<file path="src/rtl/tcam_pkg.sv">
package tcam_pkg;

    // Result-presentation states of the lookup block
    typedef enum logic {
        RS_IDLE = 1'b0,
        RS_SHOW = 1'b1
    } res_state_e;

endpackage

</file>
<file path="src/rtl/tcam_row.sv">
// One table row: storage plus its ternary compare against the search key.
module tcam_row #(
    parameter int KEY_W = 8,
    parameter int RES_W = 4
) (
    input  logic             clk,
    input  logic             rst_n,
    input  logic             sel_wr,
    input  logic             wr_valid,
    input  logic [KEY_W-1:0] wr_value,
    input  logic [KEY_W-1:0] wr_care,
    input  logic [RES_W-1:0] wr_result,
    input  logic [KEY_W-1:0] key,
    output logic             hit,
    output logic [RES_W-1:0] result
);

    logic             valid_q;
    logic [KEY_W-1:0] value_q;
    logic [KEY_W-1:0] care_q;
    logic [RES_W-1:0] result_q;
    logic [KEY_W-1:0] diff;

    always_ff @(posedge clk or negedge rst_n) begin
        if (!rst_n) begin
            valid_q  <= 1'b0;
            value_q  <= '0;
            care_q   <= '0;
            result_q <= '0;
        end else if (sel_wr) begin
            valid_q  <= wr_valid;
            value_q  <= wr_value;
            care_q   <= wr_care;
            result_q <= wr_result;
        end
    end

    // A differing bit only counts where the mask cares about it
    always_comb begin
        diff = (key ^ value_q) & care_q;
        hit  = valid_q && (diff == '0);
    end

    assign result = result_q;

endmodule

</file>
<file path="src/rtl/tcam_first_hit.sv">
// Picks the lowest-indexed set bit of the match vector.
module tcam_first_hit #(
    parameter int ENTRIES = 8,
    localparam int IDX_W = $clog2(ENTRIES)
) (
    input  logic [ENTRIES-1:0] match,
    output logic               any,
    output logic [IDX_W-1:0]   idx
);

    always_comb begin
        any = 1'b0;
        idx = '0;
        for (int i = ENTRIES - 1; i >= 0; i--) begin
            if (match[i]) begin
                any = 1'b1;
                idx = IDX_W'(i);
            end
        end
    end

endmodule

</file>
<file path="src/rtl/tcam_lookup.sv">
module tcam_lookup #(
    parameter int ENTRIES = 8,
    parameter int KEY_W   = 8,
    parameter int RES_W   = 4,
    localparam int IDX_W  = $clog2(ENTRIES)
) (
    input  logic               clk,
    input  logic               rst_n,
    input  logic               wr_en,
    input  logic [IDX_W-1:0]   wr_idx,
    input  logic               wr_valid,
    input  logic [KEY_W-1:0]   wr_value,
    input  logic [KEY_W-1:0]   wr_care,
    input  logic [RES_W-1:0]   wr_result,
    input  logic               srch_en,
    input  logic [KEY_W-1:0]   srch_key,
    output logic               res_valid,
    output logic               res_hit,
    output logic [IDX_W-1:0]   res_idx,
    output logic [RES_W-1:0]   res_data,
    output logic [ENTRIES-1:0] res_match
);
    import tcam_pkg::*;

    logic [ENTRIES-1:0] row_hit;
    logic [RES_W-1:0]   row_result [ENTRIES];
    logic               any_hit;
    logic [IDX_W-1:0]   first_idx;
    logic [RES_W-1:0]   sel_data;

    res_state_e state_q, state_d;

    generate
        for (genvar i = 0; i < ENTRIES; i++) begin : g_row
            tcam_row #(
                .KEY_W (KEY_W),
                .RES_W (RES_W)
            ) u_row (
                .clk       (clk),
                .rst_n     (rst_n),
                .sel_wr    (wr_en && (wr_idx == IDX_W'(i))),
                .wr_valid  (wr_valid),
                .wr_value  (wr_value),
                .wr_care   (wr_care),
                .wr_result (wr_result),
                .key       (srch_key),
                .hit       (row_hit[i]),
                .result    (row_result[i])
            );
        end
    endgenerate

    tcam_first_hit #(
        .ENTRIES (ENTRIES)
    ) u_first (
        .match (row_hit),
        .any   (any_hit),
        .idx   (first_idx)
    );

    assign sel_data = any_hit ? row_result[first_idx] : '0;

    // Next-state logic
    always_comb begin
        state_d = state_q;
        unique case (state_q)
            RS_IDLE: state_d = srch_en ? RS_SHOW : RS_IDLE;
            RS_SHOW: state_d = srch_en ? RS_SHOW : RS_IDLE;
            default: state_d = RS_IDLE;
        endcase
    end

    // State register
    always_ff @(posedge clk or negedge rst_n) begin
        if (!rst_n) state_q <= RS_IDLE;
        else        state_q <= state_d;
    end

    // Result registers, captured when a search is strobed
    always_ff @(posedge clk or negedge rst_n) begin
        if (!rst_n) begin
            res_hit   <= 1'b0;
            res_idx   <= '0;
            res_data  <= '0;
            res_match <= '0;
        end else if (srch_en) begin
            res_hit   <= any_hit;
            res_idx   <= any_hit ? first_idx : '0;
            res_data  <= sel_data;
            res_match <= row_hit;
        end
    end

    assign res_valid = (state_q == RS_SHOW);

    // Checks
    logic [ENTRIES-1:0] below_idx;
    assign below_idx = (ENTRIES'(1) << res_idx) - ENTRIES'(1);

    AST_VALID_AFTER_STROBE: assert property (@(posedge clk) disable iff (!rst_n)
        srch_en |=> res_valid);
    AST_VALID_DROPS: assert property (@(posedge clk) disable iff (!rst_n)
        !srch_en |=> !res_valid && $stable(res_hit) && $stable(res_match));
    AST_MISS_ZERO: assert property (@(posedge clk) disable iff (!rst_n)
        (res_valid && !res_hit) |-> (res_idx == '0 && res_data == '0 && res_match == '0));
    AST_HIT_IN_VECTOR: assert property (@(posedge clk) disable iff (!rst_n)
        (res_valid && res_hit) |-> res_match[res_idx]);
    AST_LOWEST_WINS: assert property (@(posedge clk) disable iff (!rst_n)
        (res_valid && res_hit) |-> ((res_match & below_idx) == '0));

endmodule

</file>
<file path="config.mk">
export PLATFORM = sky130hd
export DESIGN_NAME = tcam_lookup
export DESIGN_NICKNAME = d
export VERILOG_FILES = /design/src/rtl/tcam_pkg.sv /design/src/rtl/tcam_row.sv /design/src/rtl/tcam_first_hit.sv /design/src/rtl/tcam_lookup.sv
export SDC_FILE = /design/constraint.sdc
export NUM_CORES = 1
export LEC_CHECK = 0
export BUFFER_PORTS_ARGS = -buffer_cell sky130_fd_sc_hd__buf_2
export CAP_MARGIN = 20
export CORE_ASPECT_RATIO = 2
export CORE_MARGIN = 5
export CORE_UTILIZATION = 30
export CTS_CLUSTER_SIZE = 25
export DETAILED_ROUTE_END_ITERATION = 10
export GPL_TIMING_DRIVEN = 1
export HOLD_SLACK_MARGIN = 0.12
export PLACE_DENSITY = 0.45
export SYNTH_ARGS = -nofsm -noshare
export SYNTH_HDL_FRONTEND = slang
export SYNTH_SLANG_ARGS = --single-unit
</file>
<file path="constraint.sdc">
create_clock -name clk -period 3.2 [get_ports clk]
set_input_delay 0.64 -clock clk [delete_from_list [all_inputs] [get_ports clk]]
set_output_delay 0.64 -clock clk [all_outputs]
set_load 0.01 [all_outputs]
</file>
## Word-level counts from Yosys, hierarchy flattened

Index checks and enable logic that the tools add are counted.

- Add/sub/neg operators: 0
- Multipliers: 0
- Divide/modulo/power cells: 0
- $lt $le $gt $ge: 1
- Eq/ne operators: 7
- Shift operators: 0
- Mux-type cells: 22
- Bitwise gates (word level): 17
- Reductions and logical operators: 25

Operator list:

| kind | count |
|---|---|
| 8-bit AND | 8 |
| 8-bit zero test | 8 |
| 8-bit bitwise XOR | 8 |
| 3-bit two-way mux | 9 |
| 1-bit logical AND | 16 |
| 4-bit binary-select mux with 3-bit select | 1 |
| 3-bit == test (second input constant) | 4 |
| 4-bit two-way mux | 3 |
| 1-bit two-way mux | 9 |
| 3-bit by 2-bit == test with 1-bit output (second input constant) | 2 |
| 4-bit greater-or-equal comparator (second input constant) | 1 |
| 3-bit inverter with 4-bit output | 1 |
| 3-bit by 1-bit == test with 1-bit output (second input constant) | 1 |
| 3-bit zero test | 1 |

- Register bits after elaboration: 185
- Latch bits: 0
- Memory bits (writable): 0
- Memory bits (read-only): 0
- Input port bits: 36
- Output and inout bits: 17
- Word-level logic and storage cells: 109
- Memories kept: 0

## Logic depth before layout (Yosys ltp)

- Word-level depth: 17
- Depth in mapped cells: 11
- Depth with buffers taken out: 9

## Cells and area by module

Synthesis repeated with hierarchy kept, for this count alone.

- Cells, all modules: 559
- Area, all modules: 8206.6 µm²

By module, submodules not included:

| module | instances | cells an instance | area an instance (µm²) | sequential area each (µm²) |
|---|---|---|---|---|
| tcam_row | 8 | 57 | 888.4 | 525.5 |
| tcam_lookup | 1 | 90 | 1019.7 | 425.4 |
| tcam_first_hit | 1 | 13 | 80.1 | 0.0 |

## Worst setup path before layout

Ideal clock, no wire load.

- Path kind: input port to flip-flop
- From: in srch_key[5]
- To: reg res_data[0]
- Library setup time: 143 ps
- Data arrival time: 2402 ps
- Data required time: 3057 ps
- Setup slack: 655 ps
- Cell stages on the path: 10
- Path buffers: 1
- Cells stage by stage: buf_6 xor2_1 a22oi_1 nand4_1 or2_4 a211oi_4 o21ai_2 and3_1 o31ai_2 a31oi_1

- Longest elaborated chain between the ends: 17
- Elaborated cells on any way between the ends: 53
- Those cells by class: mux (20); bitwise (17); reduce/logical (16)

Ends and longest elaborated chain:

| element | RTL line | RTL |
|---|---|---|
| start: declaration | tcam_lookup.sv:16 | `input logic [KEY_W-1:0] srch_key,` |
| 8-bit bitwise XOR | tcam_row.sv:40 | `diff = (key ^ value_q) & care_q;` |
| 8-bit AND | tcam_row.sv:40 |  |
| 8-bit zero test | tcam_row.sv:41 | `hit = valid_q && (diff == '0);` |
| 1-bit logical AND | tcam_row.sv:41 |  |
| 3-bit two-way mux (8 in series) | tcam_first_hit.sv:15 | `if (match[i]) begin` |
| 3-bit inverter with 4-bit output (not written as such) | tcam_lookup.sv:61 | `assign sel_data = any_hit ? row_result[first_idx] : '0;` |
| 4-bit binary-select mux with 3-bit select | tcam_lookup.sv:61 |  |
| 4-bit two-way mux (not written as such) (2 in series) | tcam_lookup.sv:61 |  |
| 4-bit two-way mux * | tcam_lookup.sv:61 |  |
| end signal: assignment | tcam_lookup.sv:89 | `res_data <= sel_data;` |
| end: declaration | tcam_lookup.sv:20 | `output logic [RES_W-1:0] res_data,` |

Mark *: on every way between the ends. The rest lies on a longest branch, timed or not. The select of a mux whose other input is x is not followed.
A chain may end at the register's enable or synchronous reset.

## Worst setup path in the final report

- From: in srch_key[2]
- To: reg res_data[0]

Same word-level chain as after synthesis.

==> impl_metrics.env <==
export IMPL_utilization_pct=35.4
export IMPL_stdcell_count=1046
export IMPL_synth_xor_area_share_pct=6.76
export IMPL_end_kind="flip-flop"
export IMPL_cts_root_buf="clkbuf_16"
export IMPL_yosysUniqueCellTypes=48
export IMPL_outcome="finished clean"
export IMPL_rows=86
export IMPL_holdWs_ns=0.250
export IMPL_fin_crit_ns=2.80
export IMPL_drv_cap=0
export IMPL_fin_setup_tns_ns=0
export IMPL_ant_nets=0
export IMPL_clk_pin_slew_ns=0.06
export IMPL_synth_flop_cell="dfrtp_1"
export IMPL_grt_max_degree=83
export IMPL_synth_top_family_by_area="multiplexers"
export IMPL_path_max_fanout=8
export IMPL_place_inst=1015
export IMPL_drv_slew=0
export IMPL_drc=0
export IMPL_power_density_mw_per_mm2=715
export IMPL_post_drt_wl_per_cell_um=22.3
export IMPL_critPathRequiredTime_ns=3.50
export IMPL_coreArea_mm2=0.0274
export IMPL_fillers=2729
export IMPL_die_y_um=245
export IMPL_syn_nets=635
export IMPL_wirelength_mm=23.3
export IMPL_antenna_cells=0
export IMPL_yosys_top_cells_area="dfrtp_1 56%, mux2_2 24%, xor2_1 6.8%, a22oi_1 1.4%, nand2_1 1.3%"
export IMPL_portBuffers=52
export IMPL_ys_seq_elements=185
export IMPL_worst_pin_slew_ns=0.743
export IMPL_finalSetupViolations=0
export IMPL_start_util_pct=30.2
export IMPL_syn_area_mm2=0.00829
export IMPL_synth_compound_area_share_pct=6.70
export IMPL_antenna_found_initial=0
export IMPL_hp_class="input pin to asynchronous set/reset pin"
export IMPL_post_route_cell_area_mm2=0.00972
export IMPL_ios=53
export IMPL_cp_arrival_ns=3.10
export IMPL_yosysWarnings=0
export IMPL_grt_usage_pct=15.5
export IMPL_synth_top_cell_by_area="dfrtp_1"
export IMPL_met1_usage_pct=15.4
export IMPL_num_nets_final=718
export IMPL_routed_via_density=4.93
export IMPL_cts_num_sinks=185
export IMPL_max_freq_ghz=0.357
export IMPL_grt_busiest_layer="met2"
export IMPL_syn_to_final_growth_pct=17.3
export IMPL_rsz0062_at_grt="false"
export IMPL_cts_inserted_buffers=17
export IMPL_synth_async_reset_ratio_pct=100
export IMPL_cts_resized_gates=0
export IMPL_post_cts_setup_buffers=0
export IMPL_die_x_um=128
export IMPL_synth_adder_area_share_pct=0
export IMPL_drtIter0Drc=316
export IMPL_finalCritPeriodShare_pct=87.6
export IMPL_ir_drop_mv=0.439
export IMPL_clock_latency_ns=0.44
export IMPL_drive_gt1_share_pct=45.1
export IMPL_dp_hpwl_mm=17.2
export IMPL_cts_tree="built"
export IMPL_synth_cells=599
export IMPL_synth_top_area_share_pct=55.8
export IMPL_global_route_usage_met3_pct=2.92
export IMPL_synthMuxAreaShare_pct=23.8
export IMPL_gp_congestion=0.803
export IMPL_p_leak_nw=4.29
export IMPL_drtPass1Iterations=4
export IMPL_grt_pass1_wl_mm=35.3
export IMPL_overflow=0
export IMPL_placed_area_mm2=0.00921
export IMPL_grt_use_met2_pct=30.7
export IMPL_yosys_area_share_simple_pct=5.01
export IMPL_relSlewSlack_pct=50.4
export IMPL_cts_htree_levels=4
export IMPL_start_kind="input pin"
export IMPL_cts_buffer_depth=2
export IMPL_die_area_mm2=0.0313
export IMPL_cts_hold_buf=0
export IMPL_grt_pass1_vias=5544
export IMPL_ys_seq_area_share_pct=55.8
export IMPL_hold_viol_final=0
export IMPL_syn_area_per_cell_um2=13.8
export IMPL_synth_edf_count=0
export IMPL_vias=5155
export IMPL_skew_ns=0.00891
export IMPL_criticalPathCategory="input pin to flip-flop"
final timing paths:
path | from | to | slack [ns] | cells past startpoint
setup / recovery | srch_key[2] | res_data[0]$_DFFE_PN0P_ | 0.40 | 11
hold / removal | rst_n | res_valid$_DFF_PN0_ | 0.25 | 1
setup reg to reg | g_row[5].u_row.value_q[7]$_DFFE_PN0P_ | res_data[0]$_DFFE_PN0P_ | 0.43 | 10
hold reg to reg | res_match[1]$_DFFE_PN0P_ | res_match[1]$_DFFE_PN0P_ | 0.48 | 2
max in group asynchronous | rst_n | g_row[3].u_row.value_q[7]$_DFFE_PN0P_ | 2.15 | 2
min in group clk | res_match[1]$_DFFE_PN0P_ | res_match[1]$_DFFE_PN0P_ | 0.48 | 2
synth_stat cells (all sizes together) (2+ instances only):
library cell and count:
dfrtp 185, mux2 175, xor2 64, nand2 30, buf 18, a22oi 15, nor2 13, clkbuf 10
a31oi 8, o21ai 7, a21boi 6, nand3 6, nand4 6, a22o 4, a311o 4, and3 4
nor4b 4, o31ai 4, o41ai 4, a221oi 3, a222oi 3, nand4b 3, or2 3, a21oi 2
inv 2, nor3 2, nor3b 2
registers in the layout, indices dropped and copies added (netlist names):
name / cells
g_row.u_row.value_q: 64
g_row.u_row.result: 32
res_match: 8
g_row.u_row.valid_q: 8
res_hit: 1
res_valid: 1
res_idx: 3
g_row.u_row.care_q: 64
res_data: 4
routing by layer:
metal	vias to the layer above	routed length, µm
met5	-	0
met4	0	784
met3	35	579
met2	92	13900
met1	2704	8070
li1	2324	-
layout by cell type (no fill, tap or decap), types with 2 or more instances in the layout:
cell type	n
dfrtp_1	185
mux2_2	175
xor2_1	64
buf_2	51
buf_4	37
nand2_1	29
clkbuf_16	17
a22oi_1	15
nor2_1	12
a31oi_1	8
nand4_1	6
a21boi_0	6
nand3_1	6
o21ai_0	6
clkbuf_1	5
a22o_1	4
and3_1	4
o31ai_2	4
o41ai_1	4
nor4b_1	4
a311o_1	4
clkinv_2	4
nand4b_1	3
a222oi_1	3
clkbuf_8	3
buf_12	3
nor3_2	2
inv_1	2
a221oi_1	2
a21oi_1	2
nor3b_2	2
report_power, final:
group          switching, mW  internal, mW  total [mW]
combinational          0.900         0.916        1.82
sequential             0.339          2.87        3.21
clock                  0.890          1.03        1.92
kinds of logic (layout without fill, tap and decap cells):
group / after synthesis / in the layout
flip-flops: 185 / 185
multiplexers: 175 / 175
AND/OR/NAND/NOR: 78 / 78
AO/OA/AOI/OAI: 67 / 67
XOR/XNOR: 64 / 64
buffers and inverters: 30 / 125
critical path, stage by stage:
cell      delay [ns]
buf_2           0.20
xor2_1          0.19
a22oi_1         0.41
nand4_1         0.15
buf_4           0.15
or2_2           0.26
o211ai_1        0.13
nand2_1         0.23
o41ai_1         0.46
a311o_1         0.18
a31oi_1         0.09
stage by stage:
stage | power [mW] | setup WS, ns
global placement | 5.06 | -0.0342
floorplan | 4.30 | 0.655
global route | 7.33 | 0.245
finish | 6.95 | 0.398
detailed placement | 5.12 | -0.0829
CTS | 7.06 | 0.399
cell type report:
class	count	area (µm²)	area share [%]
Timing Repair Buffer	92	607	6.24
Clock buffer	24	472	4.85
Sequential cell	185	4630	47.6
Tap cell	352	440	4.53
Clock inverter	7	45.0	0.463
Multi-Input combinational cell	384	3520	36.2
Inverter	2	7.51	0.0772
(Power assumes the default switching activity.)
